`config.mk`:
```
export PLATFORM = sky130hd
export DESIGN_NAME = sdram_cmd_monitor
export DESIGN_NICKNAME = d
export VERILOG_FILES = /design/src/rtl/sdram_mon_pkg.sv /design/src/rtl/sdram_cmd_decode.sv /design/src/rtl/sdram_rule_check.sv /design/src/rtl/sdram_bank_track.sv /design/src/rtl/sdram_cmd_monitor.sv
export SDC_FILE = /design/constraint.sdc
export NUM_CORES = 1
export LEC_CHECK = 0
export BUFFER_PORTS_ARGS = -buffer_cell sky130_fd_sc_hd__buf_2
export CORE_MARGIN = 10
export CORE_UTILIZATION = 49
export CTS_BUF_LIST = sky130_fd_sc_hd__clkbuf_8 sky130_fd_sc_hd__clkbuf_16
export DETAILED_ROUTE_END_ITERATION = 8
export PLACE_DENSITY = 0.79
export RECOVER_POWER = 50
export SYNTH_ARGS = -nofsm -noshare
export SYNTH_HDL_FRONTEND = slang
export SYNTH_SLANG_ARGS = --single-unit
```
`constraint.sdc`:
```
create_clock -name clk_i -period 2.6 [get_ports clk_i]
set_input_delay 0.26 -clock clk_i [delete_from_list [all_inputs] [get_ports clk_i]]
set_output_delay 0.26 -clock clk_i [all_outputs]
set_load 0.05 [all_outputs]
```
`src/rtl/sdram_mon_pkg.sv`:
```
package sdram_mon_pkg;
  typedef enum logic [3:0] {
    CMD_DESEL    = 4'd0,
    CMD_NOP      = 4'd1,
    CMD_MRS      = 4'd2,
    CMD_AREF     = 4'd3,
    CMD_SREF_IN  = 4'd4,
    CMD_SREF_OUT = 4'd5,
    CMD_ACT      = 4'd6,
    CMD_RD       = 4'd7,
    CMD_WR       = 4'd8,
    CMD_BST      = 4'd9,
    CMD_PRE      = 4'd10,
    CMD_PD_IN    = 4'd11,
    CMD_PD_OUT   = 4'd12
  } cmd_e;

  typedef enum logic [2:0] {
    ERR_NONE       = 3'd0,
    ERR_MRS_OPEN   = 3'd1,
    ERR_MRS_LOCK   = 3'd2,
    ERR_REF_OPEN   = 3'd3,
    ERR_ACT_OPEN   = 3'd4,
    ERR_ACC_CLOSED = 3'd5,
    ERR_LOWPWR     = 3'd6
  } err_e;
endpackage

```
`src/rtl/sdram_cmd_decode.sv`:
```
module sdram_cmd_decode
  import sdram_mon_pkg::*;
#(
  parameter int ROW_W = 11,
  parameter int COL_W = 8
) (
  input  logic             cke_q_i,
  input  logic             cke_i,
  input  logic             cs_ni,
  input  logic             ras_ni,
  input  logic             cas_ni,
  input  logic             we_ni,
  input  logic             sr_i,
  input  logic [ROW_W-1:0] a_i,
  output cmd_e             cmd_o,
  output logic [ROW_W-1:0] addr_o,
  output logic             ap_o,
  output logic             lp_bad_o
);
  logic [2:0] strobes;
  logic       nop_like;
  logic       ref_pat;

  assign strobes  = {ras_ni, cas_ni, we_ni};
  assign nop_like = cs_ni | (strobes == 3'b111);
  assign ref_pat  = !cs_ni && (strobes == 3'b001);

  always_comb begin
    cmd_o    = CMD_NOP;
    lp_bad_o = 1'b0;
    unique case ({cke_q_i, cke_i})
      2'b11: begin
        if (cs_ni) cmd_o = CMD_DESEL;
        else begin
          case (strobes)
            3'b000:  cmd_o = CMD_MRS;
            3'b001:  cmd_o = CMD_AREF;
            3'b011:  cmd_o = CMD_ACT;
            3'b101:  cmd_o = CMD_RD;
            3'b100:  cmd_o = CMD_WR;
            3'b110:  cmd_o = CMD_BST;
            3'b010:  cmd_o = CMD_PRE;
            default: cmd_o = CMD_NOP;
          endcase
        end
      end
      2'b10: begin
        cmd_o    = ref_pat ? CMD_SREF_IN : CMD_PD_IN;
        lp_bad_o = !nop_like && !ref_pat;
      end
      2'b01: begin
        cmd_o    = sr_i ? CMD_SREF_OUT : CMD_PD_OUT;
        lp_bad_o = !nop_like;
      end
      default: cmd_o = CMD_NOP;
    endcase
  end

  always_comb begin
    addr_o = '0;
    ap_o   = 1'b0;
    case (cmd_o)
      CMD_ACT: addr_o = a_i;
      CMD_RD, CMD_WR: begin
        addr_o = {{(ROW_W-COL_W){1'b0}}, a_i[COL_W-1:0]};
        ap_o   = a_i[ROW_W-1];
      end
      CMD_PRE: ap_o = a_i[ROW_W-1];
      default: ;
    endcase
  end
endmodule

```
`src/rtl/sdram_rule_check.sv`:
```
module sdram_rule_check
  import sdram_mon_pkg::*;
#(
  parameter int BANKS = 4,
  localparam int BA_W = $clog2(BANKS)
) (
  input  cmd_e             cmd_i,
  input  logic [BA_W-1:0]  bank_i,
  input  logic             lp_bad_i,
  input  logic             lock_i,
  input  logic [BANKS-1:0] open_i,
  output err_e             err_o
);
  logic any_open;
  assign any_open = |open_i;

  always_comb begin
    err_o = ERR_NONE;
    if (lp_bad_i) err_o = ERR_LOWPWR;
    else if (lock_i && cmd_i != CMD_NOP && cmd_i != CMD_DESEL) err_o = ERR_MRS_LOCK;
    else begin
      case (cmd_i)
        CMD_MRS:              if (any_open) err_o = ERR_MRS_OPEN;
        CMD_AREF, CMD_SREF_IN: if (any_open) err_o = ERR_REF_OPEN;
        CMD_ACT:              if (open_i[bank_i]) err_o = ERR_ACT_OPEN;
        CMD_RD, CMD_WR:       if (!open_i[bank_i]) err_o = ERR_ACC_CLOSED;
        default: ;
      endcase
    end
  end
endmodule

```
`src/rtl/sdram_bank_track.sv`:
```
module sdram_bank_track
  import sdram_mon_pkg::*;
#(
  parameter int BANKS = 4,
  localparam int BA_W = $clog2(BANKS)
) (
  input  logic             clk_i,
  input  logic             rst_ni,
  input  logic             commit_i,
  input  cmd_e             cmd_i,
  input  logic [BA_W-1:0]  bank_i,
  input  logic             ap_i,
  output logic [BANKS-1:0] open_o
);
  for (genvar b = 0; b < BANKS; b++) begin : g_bank
    logic hit;
    assign hit = (bank_i == BA_W'(b));

    always_ff @(posedge clk_i or negedge rst_ni) begin
      if (!rst_ni) open_o[b] <= 1'b0;
      else if (commit_i) begin
        case (cmd_i)
          CMD_ACT:        if (hit) open_o[b] <= 1'b1;
          CMD_RD, CMD_WR: if (hit && ap_i) open_o[b] <= 1'b0;
          CMD_PRE:        if (hit || ap_i) open_o[b] <= 1'b0;
          default: ;
        endcase
      end
    end
  end
endmodule

```
`src/rtl/sdram_cmd_monitor.sv`:
```
module sdram_cmd_monitor
  import sdram_mon_pkg::*;
#(
  parameter int BANKS   = 4,
  parameter int ROW_W   = 11,
  parameter int COL_W   = 8,
  parameter int MRS_GAP = 2,
  localparam int BA_W   = $clog2(BANKS),
  localparam int LOCK_W = $clog2(MRS_GAP + 1)
) (
  input  logic             clk_i,
  input  logic             rst_ni,
  input  logic             cke_i,
  input  logic             cs_ni,
  input  logic             ras_ni,
  input  logic             cas_ni,
  input  logic             we_ni,
  input  logic [BA_W-1:0]  ba_i,
  input  logic [ROW_W-1:0] a_i,
  output logic [3:0]       cmd_o,
  output logic [BA_W-1:0]  bank_o,
  output logic             auto_pre_o,
  output logic [ROW_W-1:0] addr_o,
  output logic             viol_o,
  output logic [2:0]       viol_code_o
);
  cmd_e              cmd;
  err_e              err;
  logic              cke_q;
  logic              sr_q;
  logic              lp_bad;
  logic              lock_active;
  logic [LOCK_W-1:0] lock_cnt_q;
  logic [BANKS-1:0]  bank_open;

  assign lock_active = (lock_cnt_q != '0);

  sdram_cmd_decode #(.ROW_W(ROW_W), .COL_W(COL_W)) u_dec (
    .cke_q_i (cke_q),
    .cke_i   (cke_i),
    .cs_ni   (cs_ni),
    .ras_ni  (ras_ni),
    .cas_ni  (cas_ni),
    .we_ni   (we_ni),
    .sr_i    (sr_q),
    .a_i     (a_i),
    .cmd_o   (cmd),
    .addr_o  (addr_o),
    .ap_o    (auto_pre_o),
    .lp_bad_o(lp_bad)
  );

  sdram_rule_check #(.BANKS(BANKS)) u_rules (
    .cmd_i   (cmd),
    .bank_i  (ba_i),
    .lp_bad_i(lp_bad),
    .lock_i  (lock_active),
    .open_i  (bank_open),
    .err_o   (err)
  );

  sdram_bank_track #(.BANKS(BANKS)) u_banks (
    .clk_i   (clk_i),
    .rst_ni  (rst_ni),
    .commit_i(err == ERR_NONE),
    .cmd_i   (cmd),
    .bank_i  (ba_i),
    .ap_i    (auto_pre_o),
    .open_o  (bank_open)
  );

  always_ff @(posedge clk_i or negedge rst_ni) begin
    if (!rst_ni) begin
      cke_q       <= 1'b1;
      sr_q        <= 1'b0;
      lock_cnt_q  <= '0;
      viol_o      <= 1'b0;
      viol_code_o <= 3'd0;
    end else begin
      cke_q       <= cke_i;
      viol_o      <= (err != ERR_NONE);
      viol_code_o <= err;
      if (cmd == CMD_MRS && err == ERR_NONE) lock_cnt_q <= LOCK_W'(MRS_GAP);
      else if (lock_active) lock_cnt_q <= lock_cnt_q - 1'b1;
      if (cmd == CMD_SREF_IN && err == ERR_NONE) sr_q <= 1'b1;
      else if (cmd == CMD_SREF_OUT) sr_q <= 1'b0;
    end
  end

  assign cmd_o  = cmd;
  assign bank_o = ba_i;
endmodule

```
[After elaboration in Yosys (flattened, before gate mapping)]
Cells that the tools add are included.
Storage, ports and cells
  bits in registers: 12
  output and inout bits: 22
Operators by class
  add/subtract/negate cells: 1
  order comparisons: 1
  eq/ne operators: 34
  muxes and demuxes: 37
  bitwise logic cells: 1
  reduce and logical (&&, ||, !) cells: 34
Operator list (count)
  4-bit case mux with 7 select lines: 1
  2-bit by 1-bit inequality test with 1-bit output (second input constant): 12
  11-bit case mux with 2 select lines: 1
  5-bit AND reduction: 4
  1-bit 2-to-1 mux: 17
  4-bit by 3-bit equality test with 1-bit output (second input constant): 4
  3-bit equality test (second input constant): 4
  3-bit 2-to-1 mux: 4
  4-bit 2-to-1 mux: 3
  1-bit case mux with 3 select lines: 4
  3-bit case mux with 4 select lines: 1
  4-bit case mux with 3 select lines: 1
  1-bit logical AND: 10
  2-bit equality test (second input constant): 4
  4-bit by 2-bit equality test with 1-bit output (second input constant): 2
  4-bit equality test (second input constant): 2
  3-bit by 2-bit equality test with 1-bit output (second input constant): 2
  3-bit zero test: 2
  2-bit 2-to-1 mux: 3
  2-bit nonzero test: 3
  3-bit nonzero test: 2
  2-bit by 1-bit equality test with 1-bit output (second input constant): 2
  1-bit logical OR: 4
  4-bit by 1-bit inequality test with 1-bit output (second input constant): 1
  12 further kinds: 15

[Logic depth before layout (Yosys ltp)]
Gate-level depths: netlist of the first run.
  word-level depth: 12
  depth in mapped cells: 9
  mapped depth without buffers: 8

[Cells and area by module]
A second synthesis of the first run with hierarchy kept.
Second synthesis, totals
  cells, all modules: 124
  area, all modules: 1176.1 um2
Modules (own cells, without submodules)
  sdram_cmd_decode: times used 1, cells an instance 52, area an instance 392.9 um2, seq. area each 0.0 um2
  sdram_cmd_monitor: times used 1, cells an instance 27, area an instance 325.3 um2, seq. area each 201.4 um2
  sdram_bank_track: times used 1, cells an instance 25, area an instance 279.0 um2, seq. area each 100.1 um2
  sdram_rule_check: times used 1, cells an instance 20, area an instance 178.9 um2, seq. area each 0.0 um2

[Least setup slack after synthesis of the first run]
Ideal clock, no wire load.
  path type: reg2reg
  start point: register cke_q
  end point: register lock_cnt_q[0]
  setup time: 0.124 ns
  arrival: 2.514 ns
  path slack: -0.038 ns
  cell stages (with the launch flop): 8
  clock period less this slack: 2.638 ns
  cell sequence: dfstp_2 -> ha_1 -> inv_1 -> o221ai_1 -> nor2_1 -> nand3_1 -> nand4_2 -> o31a_1
Between the ends
  cells in the longest elaborated chain, start to end: 10
Ends and longest elaborated chain
  from (decl): line sdram_cmd_monitor.sv:29  | logic cke_q;
  from (signal assigned): line sdram_cmd_monitor.sv:80  | cke_q <= cke_i;
  2-bit by 1-bit equality test with 1-bit output or 2-bit equality test (tied branches): line sdram_cmd_decode.sv:31  | unique case ({cke_q_i, cke_i})
  4-bit case mux with 3 select lines (*): line sdram_cmd_decode.sv:31
  named net cmd_o[0]: line sdram_cmd_monitor.sv:20  | output logic [3:0] cmd_o,
  4-bit by 3-bit equality test with 1-bit output (tied with other cells): line sdram_rule_check.sv:22  | case (cmd_i)
  2-bit OR reduction or 1-bit logical AND (tied branches): line sdram_rule_check.sv:22, sdram_rule_check.sv:20
  3-bit case mux with 4 select lines or 1-bit logical AND (tied branches): line sdram_rule_check.sv:22, sdram_rule_check.sv:20
  3-bit 2-to-1 mux: line sdram_rule_check.sv:20  | else if (lock_i && cmd_i != CMD_NOP && cmd_i != CMD_DESEL) err_o = ERR_MRS_LOCK;
  3-bit 2-to-1 mux: line sdram_rule_check.sv:19  | if (lp_bad_i) err_o = ERR_LOWPWR;
  3-bit zero test: line sdram_cmd_monitor.sv:83  | if (cmd == CMD_MRS && err == ERR_NONE) lock_cnt_q <= LOCK_W'(MRS_GAP);
  1-bit logical AND (*): line sdram_cmd_monitor.sv:83
  2-bit 2-to-1 mux or 2-bit nonzero test (tied branches)
  to (signal assigned): line sdram_cmd_monitor.sv:83
  to (signal assigned): line sdram_cmd_monitor.sv:84  | else if (lock_active) lock_cnt_q <= lock_cnt_q - 1'b1;
  to (decl): line sdram_cmd_monitor.sv:33  | logic [LOCK_W-1:0] lock_cnt_q;
Mark *: on every way through the listed nets, which the timed path passes. The rest lies on a longest branch.
A chain may end at the register's enable or synchronous reset.

[Worst setup path after layout of the first run]
  start point: register cke_q
  end point: output addr_o[1]
Between the ends
  cells in the longest elaborated chain, start to end: 5
Ends and longest elaborated chain
  2-bit by 1-bit equality test with 1-bit output or 2-bit equality test (tied branches): line sdram_cmd_decode.sv:31
  4-bit case mux with 3 select lines (*): line sdram_cmd_decode.sv:31
  4-bit by 3-bit equality test with 1-bit output or 4-bit equality test (tied branches): line sdram_cmd_decode.sv:62  | case (cmd_o)
  2-bit OR reduction: line sdram_cmd_decode.sv:62
  11-bit case mux with 2 select lines (*): line sdram_cmd_decode.sv:62
  to (decl): line sdram_cmd_monitor.sv:23  | output logic [ROW_W-1:0] addr_o,
Mark *: on every way between the ends. The rest lies on a longest branch, timed or not.

==> metrics, run 1 <==
Global Route met2 Usage=26.28%; Die Wd=68.07 um; Clock transition at path regs=0.05 ns; DP Cell Count=199; Worst path slowest cell=dfstp_2; CTS sink count=12; number of synthesized register bits=12; first-pass GRT wire length=5457 um; met1 Track Usage GR=16.16%; Crit Path Class=flop to primary output; maximum vdd drop=637.0 uV; gr usage total=14.75%; number of synthesized flops with an enable pin=0; yosys warns=0; syn_nets=154; Final setup viols=0; commonest non-fill, non-tap cell in the layout=buf_2; critical-path cell list=inv_1 > ha_4 > nor2b_1 > a221oi_4 > nand2_2 > o31ai_2 > buf_4 > and2_1 > buf_4; placed cell area=1389 um2; WP data required=2.34 ns; CP endpoint kind=primary output; maxcap violations=0; Avg Synthesized Cell Area=8.778 um2; number of distinct library cells after synthesis=53; H-tree level count=1; GPL Wtd Cong=0.8333; final hold violations=0; period utilisation layout=97.64%; Overflow after GRT=0; most frequent cells in the layout=buf_2 (20), inv_1 (11), dfrtp_1 (11), buf_4 (11), a21oi_1 (10); Pwr Density=549.4 nW/um2; WP data arrival=2.28 ns; DR vias=1218; P_leak=0.7231 nW; Initial Util=51.19%; layout cells sized above 1=41.01%; register area share after synthesis=26.63%; DRC viols=0; Startpoint Class=flop; Max clock buf depth=2; CTS Root Cell=clkbuf_8; post-route ant nets=0; RSZ-0062 raised after global routing=true; GRT busiest layer=met2; final cell count without fillers=206; maximum clock frequency=393.9 MHz; die area=4634 um2; site row count=17; Detailed Routing Iterations Pass 1=4; number of port buffers=41; routed wire length=3498 um; status=complete, no violations; Slew @ Worst Pin=0.6436 ns; Max Slew Vio Count=0; diode count=0; Post-Synthesis Cells=129; dpl hpwl=2701 um; Most used DFF post-synth=dfrtp_1; relative slew slack=57.10%; Setup TNS=0 ns; M3 GR Usage=5.220%; worst min-delay path category=input pin to flop; final core occ=71.89%; largest net degree at the start of global routing=13; Die Ht=68.07 um; initial antenna violation count=0; final worst clock skew=0.0004284 ns; Final Instance Area=1590 um2; worst skew pair latency=0.24 ns; detail-routed via count per cell=5.913; nets@finish=204; asr flop ratio synth=100.0%; CP Max Fanout=8; 1st-iter DRT viols=35; Min Hold Slack=0.1912 ns; wire per inst=16.98 um; minimum clock period=2.539 ns; Area Growth Syn to Fin=40.44%; TritonCTS clock tree=done; Worst path max stage delay=0.54 ns; Ports=42; mapped cell area=1132 um2; Num CTS Buffers=3; crit-path most repeated cell=buf_4; Core Region=2212 um2; Fill cells=170; number of global-route vias before repair=1221
## cell type report
type | count | area, um2 | share of cell area (%)
multi-input combinational | 100 | 825.8 | 51.93
timing repair buffer | 51 | 331.6 | 20.85
sequential | 12 | 301.5 | 18.96
clock buffer | 4 | 55.05 | 3.462
inverter | 11 | 41.29 | 2.596
tap | 28 | 35.03 | 2.203
## worst paths after layout
path                          startpoint                 to  slack (ns)  cells after the start
setup / recovery                   cke_q          addr_o[1]        0.06                      9
hold / removal                     cke_i              cke_q        0.19                      1
setup reg to reg                   cke_q  u_banks.open_o[0]        0.22                      9
hold reg to reg            lock_cnt_q[1]      lock_cnt_q[1]        0.50                      2
max in group asynchronous         rst_ni  u_banks.open_o[2]        1.64                      2
min in group asynchronous         rst_ni     viol_code_o[1]        0.55                      2
## power by group
| group | total, mW | switching, mW | internal, mW |
|---|---|---|---|
| clock network | 0.203 | 0.0690 | 0.134 |
| logic | 0.415 | 0.260 | 0.155 |
| registers | 0.256 | 0.0245 | 0.232 |
## layer usage
layer  up-vias  share of wire (%)
met5         -                  0
li1        586                  -
met4         0                2.5
met2        51                 49
met1       568                 39
met3        13                9.3
## sequential cells by signal (all words and copies together), names as in the netlist
signal and flops:
viol_o 1, u_banks.open_o 4, cke_q 1, sr_q 1, lock_cnt_q 2, viol_code_o 3
## per-stage QoR
stage                     total power, mW  worst slack, ns
after floorplan                    0.5503         0.009578
after global placement             0.6331           0.1451
after detailed placement           0.6510           0.1003
after CTS                          0.8641         0.001612
after global routing               0.9359         -0.01434
final                              0.8738          0.06123
## kinds of logic after synthesis
family          share of synthesized area [%]
flops                                   26.63
xor+xnor                                1.547
simple gates                            26.41
compound gates                          29.62
mux                                     2.873
fa+ha+maj                               5.525
buf+inv                                 7.402
## critical path: cells and delay by family, from the launching register on
family          cells  cell delay (ns)
flops               1             0.54
buf+inv             3             0.46
compound gates      2             0.46
simple gates        3             0.39
fa+ha+maj           1             0.19
## cell usage after synthesis (all sizes together) (2+ instances only)
cell,n,area share [%]
nand2b,3,1.7
nor4b,2,1.5
nor2b,3,1.7
nand2,4,1.3
o31ai,7,4.6
inv,11,3.6
o21ai,2,0.88
ha,5,5.5
nor2,7,2.3
a21oi,12,5.6
and3,4,2.3
buf,5,3.4
a31oi,5,2.8
dfrtp,11,24
o2111ai,2,1.5
a311o,2,1.9
nand3,5,2.7
and2,9,5.0
a21o,2,1.3
## repair_timing
action                                  4_1_cts  5_1_grt
hold endpoints to repair                     11        0
resized for setup                            15       22
hold buffers                                  1        0
endpoints found under the setup margin        9       12
buffers inserted                              1        1
pin swaps                                     1        1
(Power assumes the default switching activity.)
==> run 2, diff against run 1 <==
--- a/config.mk
+++ b/config.mk
@@ -11,7 +11,8 @@
 export CTS_BUF_LIST = sky130_fd_sc_hd__clkbuf_8 sky130_fd_sc_hd__clkbuf_16
 export DETAILED_ROUTE_END_ITERATION = 8
 export PLACE_DENSITY = 0.79
-export RECOVER_POWER = 50
+export RECOVER_POWER = 25
+export SETUP_SLACK_MARGIN = 0.3
 export SYNTH_ARGS = -nofsm -noshare
 export SYNTH_HDL_FRONTEND = slang
 export SYNTH_SLANG_ARGS = --single-unit
==> constraint.sdc (replaced) <==
create_clock -name clk_i -period 2.6 [get_ports clk_i]
set_input_delay 0.26 -clock clk_i [delete_from_list [all_inputs] [get_ports clk_i]]
set_output_delay 0.26 -clock clk_i [all_outputs]
set_load 0.005 [all_outputs]
==> metrics, run 2 (same netlist as run 1, synthesis figures left out) <==
Setup WS post-layout=0.1509 ns (was 0.06123 ns); CP Launch Point=cke_q (unchanged); hold path depth=1 (unchanged); Max clock buf depth=2 (unchanged); WP data arrival=2.19 ns (was 2.28 ns); Crit path max-delay family=flip-flops (unchanged); Gate power share=45.6% (was 47.5%); Startpoint Class=flop (unchanged); most frequent cells in the layout=buf_2 (31), buf_6 (15), dfrtp_1 (11), buf_4 (11), inv_1 (10) (was buf_2 (20), inv_1 (11), dfrtp_1 (11), buf_4 (11), a21oi_1 (10)); Final setup viols=0 (unchanged); Die Wd=68.07 um (unchanged); Clk pwr share=24.3% (was 23.2%); Clock transition at path regs=0.06 ns (was 0.05 ns); number of port buffers=41 (unchanged); initial antenna violation count=0 (unchanged); CTS Root Cell=clkbuf_8 (unchanged); largest net degree at the start of global routing=13 (unchanged); maximum clock frequency=408.3 MHz (was 393.9 MHz); 1st-iter DRT viols=85 (was 35); Power Total=873.8 uW (about the same); Sequential Power Share=30.2% (was 29.3%); maxcap violations=0 (unchanged); diode count=0 (unchanged); Max Slew Vio Count=0 (unchanged); CP endpoint kind=primary output (unchanged); hold wc startpoint=cke_i (unchanged); post-route ant nets=0 (unchanged); commonest non-fill, non-tap cell in the layout=buf_2 (unchanged); Largest register FFs=4 (unchanged); Num CTS Buffers=3 (unchanged); worst min-delay path category=input pin to flop (unchanged); maximum vdd drop=459.1 uV (was 637.0 uV); Sw Ratio=36.06% (was 40.46%); die area=4634 um2 (unchanged); first-pass GRT wire length=5968 um (was 5457 um); number of global-route vias before repair=1304 (was 1221); site row count=17 (unchanged); final worst clock skew=0.005396 ns (was 0.0004284 ns); final hold violations=0 (unchanged); minimum clock period=2.449 ns (was 2.539 ns); Most flops, register=u_banks.open_o (unchanged); RSZ-0062 raised after global routing=true (unchanged); final core occ=82.92% (was 71.89%); P_int=558.7 uW (was 520.3 uW); WP data required=2.34 ns (about the same); final cell count without fillers=215 (was 206); dpl hpwl=2690 um (was 2701 um); P_leak=0.8177 nW (was 0.7231 nW); Worst path max stage delay=0.58 ns (was 0.54 ns); Setup TNS=0 ns (unchanged); Worst path depth=9 (unchanged); CTS sink count=12 (unchanged); gr usage total=16.34% (was 14.75%); Crit Path Class=flop to primary output (unchanged); DR vias=1338 (was 1218); relative slew slack=52.77% (was 57.10%); Ports=42 (unchanged); period utilisation layout=94.20% (was 97.64%); Area Growth Syn to Fin=61.99% (was 40.44%); Die Ht=68.07 um (unchanged); DP Cell Count=197 (was 199); CP Max Fanout=6 (was 8); Pwr Density=476.4 nW/um2 (was 549.4 nW/um2); Core Region=2212 um2 (unchanged); DRC viols=0 (unchanged); wire per inst=20.22 um (was 16.98 um); Initial Util=51.19% (unchanged); critical-path cell list=inv_2 > ha_4 > nor2b_4 > a221oi_4 > buf_4 > and3_4 > a22oi_2 > nor2_1 > buf_2 (was inv_1 > ha_4 > nor2b_1 > a221oi_4 > nand2_2 > o31ai_2 > buf_4 > and2_1 > buf_4); Worst path slowest cell=dfstp_2 (unchanged); Place WS=0.1369 ns (was 0.1003 ns); RR Startpoint=cke_q (unchanged); Slew @ Worst Pin=0.6986 ns (was 0.6436 ns); Detailed Routing Iterations Pass 1=4 (unchanged); GPL Wtd Cong=0.8577 (was 0.8333); nets@finish=213 (was 204); TritonCTS clock tree=done (unchanged); routed wire length=4347 um (was 3498 um); detail-routed via count per cell=6.223 (was 5.913); sw power=315.1 uW (was 353.5 uW); WP buf/inv=3 (unchanged); H-tree level count=1 (unchanged); worst skew pair latency=0.25 ns (was 0.24 ns); Overflow after GRT=0 (unchanged); top flop regs=u_banks.open_o (4), viol_code_o (3), lock_cnt_q (2) (unchanged); status=complete, no violations (unchanged); layout cells sized above 1=58.29% (was 41.01%); R2R depth=9 (unchanged)
==> run 2: per-stage QoR <==
stage	area [um2]	hold slack, ns
2_1_floorplan	1132	-0.03559
3_3_place_gp	1368	0.1468
3_5_place_dp	1368	0.1587
4_1_cts	1605	0.1634
5_1_grt	1834	0.2494
6_report	1834	0.2344
==> run 2: final timing paths <==
kind | slack, ns | end
min | 0.23 | cke_q
max in group asynchronous | 1.58 | viol_code_o[0]
min reg2reg | 0.50 | lock_cnt_q[1]
max | 0.15 | auto_pre_o
min in group asynchronous | 0.57 | u_banks.open_o[2]
max reg2reg | 0.17 | u_banks.open_o[0]
==> run 2: cell type report <==
| type | instances | area, um2 |
|---|---|---|
| Sequential cell | 12 | 301.5 |
| Inverter | 11 | 41.29 |
| Fill cell | 130 | 377.9 |
| Clock buffer | 4 | 55.05 |
| Multi-Input combinational cell | 100 | 977.2 |
| Timing Repair Buffer | 60 | 424.2 |
| Tap cell | 28 | 35.03 |
==> run 2: routing by layer <==
metal	global-route usage [%]	vias to the layer above	part of all wire, %
met5	0	-	0
li1	-	598	-
met1	16.64	631	36
met3	4.078	24	8.6
met2	30.35	85	52
met4	7.789	0	4.1
==> run 2: what timing repair did <==
item                       in CTS  in global routing
setup buffers                  10                  3
cloned                          0                  0
resized for setup              21                 42
setup endpoints to repair      20                 22
hold endpoints to repair       11                  0
hold buffers                    1                  0
pin swaps                      13                 11
==> run 2: power by group through the flow <==
| stage | sequential [mW] | combinational [mW] | clock [mW] |
|---|---|---|---|
| after CTS | 0.258 | 0.339 | 0.210 |
| after global placement | 0.256 | 0.285 | 0 |
| after floorplan | 0.256 | 0.208 | 0 |
| final | 0.263 | 0.398 | 0.212 |
| after global routing | 0.267 | 0.432 | 0.220 |
| after detailed placement | 0.259 | 0.298 | 0 |
==> run 3, diff against run 2 <==
--- a/config.mk
+++ b/config.mk
@@ -6,6 +6,7 @@
 export NUM_CORES = 1
 export LEC_CHECK = 0
 export BUFFER_PORTS_ARGS = -buffer_cell sky130_fd_sc_hd__buf_2
+export CORE_ASPECT_RATIO = 0.6
 export CORE_MARGIN = 10
 export CORE_UTILIZATION = 49
 export CTS_BUF_LIST = sky130_fd_sc_hd__clkbuf_8 sky130_fd_sc_hd__clkbuf_16
==> metrics, run 3 (same netlist as run 1, synthesis figures left out) <==
DR vias=1478 (was 1338); nets@finish=213 (unchanged); commonest non-fill, non-tap cell in the layout=buf_2 (unchanged); Ports=42 (unchanged); relative slew slack=42.81% (was 52.77%); footprint of the multi-input gates=993.5 um2 (was 977.2 um2); site row count=13 (was 17); RSZ-0062 raised after global routing=true (unchanged); GPL Wtd Cong=0.8777 (was 0.8577); first-pass GRT wire length=5996 um (was 5968 um); period utilisation layout=98.97% (was 94.20%); number of port buffers=41 (unchanged); largest net degree at the start of global routing=13 (unchanged); Max Slew Vio Count=0 (unchanged); Fill cells=108 (was 130); status=complete, no violations (unchanged); DP Cell Count=197 (unchanged); P_leak=0.8177 nW (about the same); H-tree level count=1 (unchanged); maximum clock frequency=388.6 MHz (was 408.3 MHz); Most flops, register=u_banks.open_o (unchanged); metal2 WL=2374 um (was 2241 um); Clock transition at path regs=0.05 ns (was 0.06 ns); CP endpoint kind=flop (was primary output); Area Growth Syn to Fin=63.87% (was 61.99%); diode count=0 (unchanged); CTS sink count=12 (unchanged); Initial Util=51.95% (was 51.19%); Largest register FFs=4 (unchanged); Register Area=301.5 um2 (unchanged); top flop regs=u_banks.open_o (4), viol_code_o (3), lock_cnt_q (2) (unchanged); wire per inst=24.31 um (was 20.22 um); Die Wd=82.06 um (was 68.07 um); Top Metal Used=met4 (unchanged); Startpoint Class=flop (unchanged); Detailed Routing Iterations Pass 1=8 (was 4); wl on met1=1813 um (was 1551 um); final worst clock skew=0.001843 ns (was 0.005396 ns); final core occ=85.13% (was 82.92%); Worst path slowest cell=dfstp_2 (unchanged); CTS Root Cell=clkbuf_8 (unchanged); initial antenna violation count=0 (unchanged); gr usage total=15.61% (was 16.34%); Worst path max stage delay=0.55 ns (was 0.58 ns); 1st-iter DRT viols=165 (was 85); final cell count without fillers=217 (was 215); WP data required=2.75 ns (was 2.34 ns); maximum vdd drop=208.3 uV (was 459.1 uV); maxcap violations=0 (unchanged); WP data arrival=2.72 ns (was 2.19 ns); Final Instance Area=1856 um2 (was 1834 um2); TritonCTS clock tree=done (unchanged); Routed met3 length=758 um (was 375 um); Crit path max-delay family=simple AND/OR/NAND/NOR gates (was flip-flops); minimum clock period=2.573 ns (was 2.449 ns); Pwr Density=472.3 nW/um2 (was 476.4 nW/um2); Slew @ Worst Pin=0.8460 ns (was 0.6986 ns); Setup TNS=0 ns (unchanged); CP Max Fanout=6 (unchanged); Die Ht=57.24 um (was 68.07 um); critical-path cell list=inv_2 > ha_2 > a21oi_2 > o221ai_2 > nor2_2 > buf_4 > nand3_1 > and4bb_4 > a21oi_1 (was inv_2 > ha_4 > nor2b_4 > a221oi_4 > buf_4 > and3_4 > a22oi_2 > nor2_1 > buf_2); worst skew pair latency=0.24 ns (was 0.25 ns); Crit Path Class=flop to flop (was flop to primary output); worst min-delay path category=input pin to flop (unchanged); WP buf/inv=2 (was 3); Overflow after GRT=0 (unchanged); layout cells sized above 1=60.43% (was 58.29%); dpl hpwl=2801 um (was 2690 um); Num CTS Buffers=3 (unchanged); DRC viols=0 (unchanged); final hold violations=0 (unchanged); Core Region=2180 um2 (was 2212 um2); post-route ant nets=0 (unchanged); most frequent cells in the layout=buf_2 (31), buf_6 (15), inv_1 (11), dfrtp_1 (11), buf_4 (10) (was buf_2 (31), buf_6 (15), dfrtp_1 (11), buf_4 (11), inv_1 (10)); Max clock buf depth=2 (unchanged); number of global-route vias before repair=1224 (was 1304); detail-routed via count per cell=6.811 (was 6.223); die area=4697 um2 (was 4634 um2); Final setup viols=0 (unchanged); routed wire length=5276 um (was 4347 um); placed cell area=1355 um2 (was 1368 um2)
-- run 3: changes by cell type in the layout (fill, tap and decap cells not counted), sizes merged --
cell,change
clkbuf,-1
inv,+1
-- run 3: area by class of cell --
type                    instances  area share, %
multi-input cells             100          53.54
flip-flops and latches         12          16.25
repair buffers                 60          23.53
inverters                      11          2.225
clock buffers                   3          2.225
well taps                      30          2.023
clock inverters                 1         0.2023
-- run 3: final timing paths --
| check | cells after the start | end | from | slack, ns |
|---|---|---|---|---|
| min in group asynchronous | 2 | viol_code_o[2] | rst_ni | 0.58 |
| max in group asynchronous | 2 | viol_code_o[1] | rst_ni | 1.58 |
| max reg2reg | 9 | u_banks.open_o[0] | cke_q | 0.03 |
| max | 9 | u_banks.open_o[0] | cke_q | 0.03 |
| min reg2reg | 2 | lock_cnt_q[1] | lock_cnt_q[1] | 0.51 |
| min | 1 | cke_q | cke_i | 0.24 |
-- run 3: metal layers --
metal	global-route usage, %	vias to the layer above
li1	-	608
met1	20.50	677
met2	24.61	145
met3	3.438	48
met4	5.072	0
met5	0	-
-- run 3: what timing repair did --
action                                  CTS  global route
setup buffers                             6             9
pin swaps                                12            17
hold buffers                              1             0
endpoints found under the setup margin   17            21
endpoints found under the hold margin    11             0
resized for setup                        17            51
-- run 3: metrics by stage --
step | hold WS (ns) | worst slack [ns] | total power, mW
2_1_floorplan | -0.03559 | 0.3315 | 0.4633
6_report | 0.2414 | 0.02680 | 0.8764
4_1_cts | 0.1682 | 0.1224 | 0.7582
5_1_grt | 0.2477 | -0.01759 | 0.9183
3_5_place_dp | 0.1533 | 0.1213 | 0.5607
3_3_place_gp | 0.1446 | 0.1231 | 0.5457
-- run 3: report_power, final --
part           internal (mW)  switching, mW  total, mW
sequential             0.232         0.0358      0.268
clock                  0.104         0.0710      0.175
combinational          0.199          0.234      0.434
